==> config.mk <==
export PLATFORM = sky130hd
export DESIGN_NAME = sysreg_unit
export DESIGN_NICKNAME = d
export VERILOG_FILES = /design/src/rtl/sysreg_pkg.sv /design/src/rtl/sysreg_prio_enc.sv /design/src/rtl/sysreg_decode.sv /design/src/rtl/sysreg_trap.sv /design/src/rtl/sysreg_unit.sv
export SDC_FILE = /design/constraint.sdc
export NUM_CORES = 1
export LEC_CHECK = 0
export BUFFER_PORTS_ARGS = -buffer_cell sky130_fd_sc_hd__buf_2
export CAP_MARGIN = 0
export CELL_PAD_IN_SITES_DETAIL_PLACEMENT = 1
export CELL_PAD_IN_SITES_GLOBAL_PLACEMENT = 2
export CORE_MARGIN = 1.5
export CORE_UTILIZATION = 31
export CTS_BUF_LIST = sky130_fd_sc_hd__clkbuf_4 sky130_fd_sc_hd__clkbuf_8 sky130_fd_sc_hd__clkbuf_16
export DETAILED_ROUTE_END_ITERATION = 16
export HOLD_SLACK_MARGIN = 0.15
export PLACE_DENSITY_LB_ADDON = 0.1
export SLEW_MARGIN = 20
export SYNTH_ARGS = -nofsm -noshare
export SYNTH_HDL_FRONTEND = slang
export SYNTH_SLANG_ARGS = --single-unit
==> constraint.sdc <==
create_clock -name clk -period 2.45 [get_ports clk]
set_clock_uncertainty 0.15 [all_clocks]
set_input_delay 0.1225 -clock clk [delete_from_list [all_inputs] [get_ports clk]]
set_output_delay 0.1225 -clock clk [all_outputs]
set_load 0.1 [all_outputs]
==> src/rtl/sysreg_pkg.sv <==
package sysreg_pkg;
  localparam int DATA_W  = 16;
  localparam int LVL_W   = 3;
  localparam int NUM_LVL = 7;
  localparam int VEC_W   = 9;
  localparam logic [VEC_W-1:0]  SWREQ_VECTOR = 9'o240;
  localparam logic [DATA_W-1:0] SYSTEM_IDENT = 16'h1170;

  typedef enum logic [3:0] {
    SEL_NONE,
    SEL_SIZE_LO,
    SEL_SIZE_HI,
    SEL_IDENT,
    SEL_ERRREG,
    SEL_HOLE,
    SEL_SWREQ,
    SEL_STKLIM,
    SEL_STATUS
  } reg_sel_e;
endpackage

==> src/rtl/sysreg_prio_enc.sv <==
module sysreg_prio_enc #(
  parameter int N_REQ = 7,
  parameter int LVL_W = 3
) (
  input  logic [N_REQ-1:0] req,
  output logic [LVL_W-1:0] level
);
  always_comb begin
    level = '0;
    for (int i = 0; i < N_REQ; i++) begin
      if (req[i]) level = LVL_W'(i + 1);
    end
  end
endmodule

==> src/rtl/sysreg_decode.sv <==
module sysreg_decode
  import sysreg_pkg::*;
#(
  parameter int ADDR_W = 18,
  parameter logic [ADDR_W-1:0] WIN_BASE = ADDR_W'(18'h3FFF0)
) (
  input  logic [ADDR_W-1:0] addr,
  input  logic              write,
  output reg_sel_e          sel,
  output logic              bad
);
  localparam logic [ADDR_W-1:0] A_SIZE_LO = WIN_BASE;
  localparam logic [ADDR_W-1:0] A_SIZE_HI = WIN_BASE + ADDR_W'(2);
  localparam logic [ADDR_W-1:0] A_IDENT   = WIN_BASE + ADDR_W'(4);
  localparam logic [ADDR_W-1:0] A_ERRREG  = WIN_BASE + ADDR_W'(6);
  localparam logic [ADDR_W-1:0] A_HOLE    = WIN_BASE + ADDR_W'(8);
  localparam logic [ADDR_W-1:0] A_SWREQ   = WIN_BASE + ADDR_W'(10);
  localparam logic [ADDR_W-1:0] A_STKLIM  = WIN_BASE + ADDR_W'(12);
  localparam logic [ADDR_W-1:0] A_STATUS  = WIN_BASE + ADDR_W'(14);

  always_comb begin
    case (addr)
      A_SIZE_LO: sel = SEL_SIZE_LO;
      A_SIZE_HI: sel = SEL_SIZE_HI;
      A_IDENT:   sel = SEL_IDENT;
      A_ERRREG:  sel = SEL_ERRREG;
      A_HOLE:    sel = SEL_HOLE;
      A_SWREQ:   sel = SEL_SWREQ;
      A_STKLIM:  sel = SEL_STKLIM;
      A_STATUS:  sel = SEL_STATUS;
      default:   sel = SEL_NONE;
    endcase
    // the hole only absorbs writes; reading it times out
    bad = (sel == SEL_NONE) || (!write && sel == SEL_HOLE);
  end
endmodule

==> src/rtl/sysreg_trap.sv <==
module sysreg_trap #(
  parameter int LVL_W = 3,
  parameter int VEC_W = 9,
  parameter logic [VEC_W-1:0] VECTOR = 9'o240
) (
  input  logic             clk,
  input  logic             rst_n,
  input  logic [LVL_W-1:0] level,
  input  logic [LVL_W-1:0] prio,
  input  logic             ack,
  output logic             valid,
  output logic [VEC_W-1:0] vector,
  output logic             pending
);
  logic fire;
  assign fire   = (level > prio) && !pending;
  assign vector = VECTOR;

  always_ff @(posedge clk) begin
    if (!rst_n) begin
      valid   <= 1'b0;
      pending <= 1'b0;
    end else begin
      valid <= fire;
      if (fire)     pending <= 1'b1;
      else if (ack) pending <= 1'b0;
    end
  end
endmodule

==> src/rtl/sysreg_unit.sv <==
module sysreg_unit
  import sysreg_pkg::*;
#(
  parameter int ADDR_W    = 18,
  parameter int MEM_BYTES = 262144
) (
  input  logic                clk,
  input  logic                rst_n,
  input  logic                req_valid,
  output logic                req_ready,
  input  logic                req_write,
  input  logic [ADDR_W-1:0]   req_addr,
  input  logic [DATA_W-1:0]   req_wdata,
  output logic                rsp_valid,
  input  logic                rsp_ready,
  output logic [DATA_W-1:0]   rsp_rdata,
  output logic                rsp_err,
  input  logic                trap_ack,
  output logic                trap_valid,
  output logic [VEC_W-1:0]    trap_vector
);
  localparam int REQ_LSB = DATA_W - NUM_LVL;
  localparam logic [DATA_W-1:0] SIZE_WORD = DATA_W'(MEM_BYTES / 64);
  localparam int ERR_HI = 7;
  localparam int ERR_LO = 2;
  localparam int PRIO_LSB = 5;

  logic [NUM_LVL-1:0]      swreq_q;
  logic [ERR_HI-ERR_LO:0]  errreg_q;
  logic [DATA_W-1:0]       status_q;
  logic [LVL_W-1:0]        hi_level;
  logic [LVL_W-1:0]        cur_prio;
  logic                    trap_pend;
  logic [DATA_W-1:0]       swreq_word;
  logic [DATA_W-1:0]       rd_word;
  reg_sel_e                sel;
  logic                    bad;
  logic                    accept;
  logic                    do_write;

  sysreg_decode #(.ADDR_W(ADDR_W)) u_dec (
    .addr  (req_addr),
    .write (req_write),
    .sel   (sel),
    .bad   (bad)
  );

  sysreg_prio_enc #(.N_REQ(NUM_LVL), .LVL_W(LVL_W)) u_enc (
    .req   (swreq_q),
    .level (hi_level)
  );

  assign cur_prio = status_q[PRIO_LSB +: LVL_W];

  sysreg_trap #(.LVL_W(LVL_W), .VEC_W(VEC_W), .VECTOR(SWREQ_VECTOR)) u_trap (
    .clk     (clk),
    .rst_n   (rst_n),
    .level   (hi_level),
    .prio    (cur_prio),
    .ack     (trap_ack),
    .valid   (trap_valid),
    .vector  (trap_vector),
    .pending (trap_pend)
  );

  assign req_ready = !rsp_valid || rsp_ready;
  assign accept    = req_valid && req_ready;
  assign do_write  = accept && req_write && !bad;

  assign swreq_word = {swreq_q, 1'b0, hi_level, 1'b0, hi_level, 1'b0};

  always_comb begin
    case (sel)
      SEL_SIZE_LO: rd_word = SIZE_WORD;
      SEL_IDENT:   rd_word = SYSTEM_IDENT;
      SEL_ERRREG:  rd_word = DATA_W'({errreg_q, {ERR_LO{1'b0}}});
      SEL_SWREQ:   rd_word = swreq_word;
      SEL_STATUS:  rd_word = status_q;
      default:     rd_word = '0;
    endcase
  end

  always_ff @(posedge clk) begin
    if (!rst_n) begin
      rsp_valid <= 1'b0;
      rsp_rdata <= '0;
      rsp_err   <= 1'b0;
    end else if (accept) begin
      rsp_valid <= 1'b1;
      rsp_err   <= bad;
      rsp_rdata <= (bad || req_write) ? '0 : rd_word;
    end else if (rsp_ready) begin
      rsp_valid <= 1'b0;
    end
  end

  always_ff @(posedge clk) begin
    if (!rst_n) begin
      swreq_q  <= '0;
      errreg_q <= '0;
      status_q <= '0;
    end else if (do_write) begin
      case (sel)
        SEL_SWREQ:  swreq_q  <= req_wdata[DATA_W-1:REQ_LSB];
        SEL_ERRREG: errreg_q <= req_wdata[ERR_HI:ERR_LO];
        SEL_STATUS: status_q <= req_wdata;
        default: ;
      endcase
    end
  end
endmodule

==> metrics.md <==
| Metric | Value |
|---|---|
| Outcome | completed |
| WS Path Type | in -> reg |
| Crit path max fanout | 10 |
| Critical Path End Type | flop |
| Worst-path cell chain | dlygate4sd3_1, buf_2, nand2_2, nor4_4, buf_6, mux2i_1, nor2b_1, dlygate4sd3_1 |
| Max rail drop VDD | 0.2140 mV |
| Final Util | 42.26% |
| Clk sinks | 49 |
| Most frequent CP cell | dlygate4sd3_1 |
| Die Y | 91.60 um |
| 1st-iter DRT viols | 39 |
| Clk pin slew, worst setup/hold paths | 0.09 ns |
| Final worst setup slack | 0.09891 ns |
| RSZ-0062 raised after global routing | false |
| Final critical-path required period | 2.351 ns |
| Sequential-to-total area share from yosys stat | 40.31% |
| Core Box Area | 7647 sq um |
| RD Place Congestion | 0.7049 |
| Routed Antenna Nets | 0 |
| Ant diodes | 0 |
| Crit path DAT | 2.40 ns |
| # H-tree levels | 2 |
| P per Cell Area | 466.9 nW/um^2 |
| Compound-Gate Fraction of Synth Area | 10.64% |
| Chip width | 91.60 um |
| Wirelength per Cell | 13.74 um |
| Synth top area cells | dfxtp_1 (40%), mux2i_1 (14%), nor2b_1 (10%), buf_4 (2.8%), mux2_2 (2.8%) |
| Largest net degree at the start of global routing | 33 |
| Final #Nets | 392 |
| DR pass1 iterations | 4 |
| Site Rows | 32 |
| Layout cell share with drive strength beyond 1 | 27.43% |
| Post-synth top area cell | dfxtp_1 |
| Hold depth | 4 |
| Critical path's slowest cell | dlygate4sd3_1 |
| Vias in the first global route | 2050 |
| Yosys Warn Count | 0 |
| Number of cells on the critical path | 8 |
| FILL cells | 899 |
| Pwr Total | 1.509 mW |
| CTS tree | built |
| Final Hold Vio Count | 0 |
| Mux contribution to synthesized area | 16.76% |
| # DRC | 0 |
| Max-Cap Viols | 0 |
| Mapped Cells | 257 |
| Port bufs | 59 |
| HP Class | in -> reg |
| Worst slew margin | 61.81% |
| Global-route wire length before repair | 10.50 mm |
| Leak | 1.272 nW |
| Worst reg-to-reg path cell count | 8 |
| Netlist cell types | 37 |
| Initial antenna violation count | 0 |
| WP buf/inv | 4 |
| Tcrit/Tclk final | 95.96% |
| Maximum clock rate | 425.3 MHz |
| Area delta synth->final | 32.80% |
| Avg Synthesized Cell Area | 9.469 sq um |
| Endpoints failing setup | 0 |
| Register bit total from synthesis | 49 |
| Slew Viols, Final | 0 |
| Die area | 8391 sq um |
| Mapped cell area | 2434 sq um |
| Crit path max-delay family | buffers and inverters |
| Worst slack, placed | 0.1921 ns |
| Total global-route track usage | 15.76% |
| CP startpoint kind | input pin |
| Num CTS Buffers | 5 |
| Worst-Margin Slew | 0.5649 ns |
| Worst path max stage delay | 0.55 ns |
| Boundary pin count | 69 |
| CTS root buffer | clkbuf_8 |
| Post-synth top area share | 40.31% |
| Clock Latency Late Sink | 0.30 ns |
| Drt total wl | 6.212 mm |
| Post-DP HPWL | 4.481 mm |
| Simple-gate share of the synthesized area | 23.34% |
| Global route total overflow | 0 |
| Number of vias per cell | 4.535 |
| Initial Util | 31.82% |
| Setup TNS | 0 ns |
| Worst hold slack | 0.2211 ns |
| Post-Synth XOR/XNOR Area | 0% |
| Clk buf depth | 2 |
| Adder-Cell Fraction of Synth Area | 1.542% |
| Worst Path Required | 2.50 ns |
| Largest family of logic cells by synthesized area | simple AND/OR/NAND/NOR gates |
| Vias | 2050 |
-- report_power, final --
part	internal [mW]	switching [mW]	total [mW]
Sequential	0.798	0.00143	0.800
Clock	0.198	0.283	0.481
Combinational	0.0775	0.151	0.229
-- cells in the mapped netlist --
master / number
dfxtp_1: 49
nor2b_1: 40
mux2i_1: 34
nand2_1: 16
clkbuf_1: 12
inv_1: 10
o21ai_0: 10
buf_4: 9
a22oi_1: 8
nor2_1: 8
a21boi_0: 7
nand3_1: 7
mux2_2: 6
nand2b_1: 5
a21oi_1: 4
nand4_1: 4
ha_1: 3
nor4_4: 3
buf_6: 2
conb_1: 2
o31ai_1: 2
a21o_1: 1
a22o_1: 1
a31o_2: 1
a32oi_1: 1
and2_1: 1
and3b_1: 1
nand3b_1: 1
nor3_1: 1
nor4_1: 1
nor4_2: 1
nor4b_1: 1
nor4bb_1: 1
o2111ai_1: 1
o221ai_1: 1
o311a_1: 1
or4_1: 1
-- area by class of cell --
class | count | area [sq um] | share of cell area (%)
sequential | 49 | 982.2 | 30.39
multi-input combinational | 182 | 1316 | 40.73
tap | 102 | 127.6 | 3.949
inverter | 10 | 37.54 | 1.161
clock buffer | 5 | 68.82 | 2.129
timing repair buffer | 101 | 681.9 | 21.10
clock inverter | 3 | 17.52 | 0.5420
-- path summary, 6_finish.rpt --
kind,from,slack [ns],end
worst min-delay path,req_addr[1],0.22,rsp_rdata[4]
worst max-delay path,req_write,0.1,status_q[3]
worst min register to register,u_trap.pending,0.30,u_trap.valid
worst max register to register,rsp_valid,0.21,status_q[3]
-- registers in the layout, summed over array words and instances, names as in the netlist --
| register | flops |
|---|---|
| errreg_q | 6 |
| rsp_err | 1 |
| rsp_rdata | 16 |
| rsp_valid | 1 |
| status_q | 16 |
| swreq_q | 7 |
| u_trap.pending | 1 |
| u_trap.valid | 1 |
-- metrics by stage --
| step | instance area, sq um | std cells |
|---|---|---|
| after floorplan | 2469 | 264 |
| after global placement | 2861 | 416 |
| after detailed placement | 2861 | 416 |
| after CTS | 3218 | 451 |
| after global routing | 3232 | 452 |
| final | 3232 | 452 |
-- cell usage in the layout (no fill, tap or decap), types with 2 or more instances in the layout --
cell type and count:
buf_2 59, mux2_2 6, a21oi_1 4, dfxtp_1 48
nor4_4 3, a21boi_0 7, clkbuf_8 5, nand2b_1 4
buf_4 14, nand2_1 15, nor2_1 8, o31ai_1 2
ha_1 3, a22oi_1 8, conb_1 9, clkinv_2 2
nand3_1 7, o21ai_0 10, nor2b_1 40, inv_1 10
dlygate4sd3_1 27, nand4_1 4, mux2i_1 34
-- tightest hold or removal path, stage by stage --
cell and delay (ns):
buf_2 0.24, a22oi_1 0.11, nand3_1 0.08, a21boi_0 0.07
-- cell families after synthesis --
kind of cell               after synthesis
AOI/OAI and AO/OA                       38
adders and majority gates                3
buffers and inverters                   33
DFF                                     49
muxes                                   40
other                                    2
and+or+nand+nor                         92
-- repair_timing --
| item | 4_1_cts | 5_1_grt |
|---|---|---|
| hold buffers | 27 | 0 |
| endpoints found under the setup margin | 0 | 5 |
| hold endpoints to repair | 36 | 0 |
| resized for setup | 0 | 2 |
| setup buffers | 0 | 1 |
-- layer usage --
metal,vias to the layer above,part of all wire (%),global-route usage (%)
li1,1057,-,-
met1,937,51,22.34
met2,51,43,24.50
met3,5,4.3,3.183
met4,0,0.92,3.516
met5,-,0,0
Power figures use the tool's default switching activity.
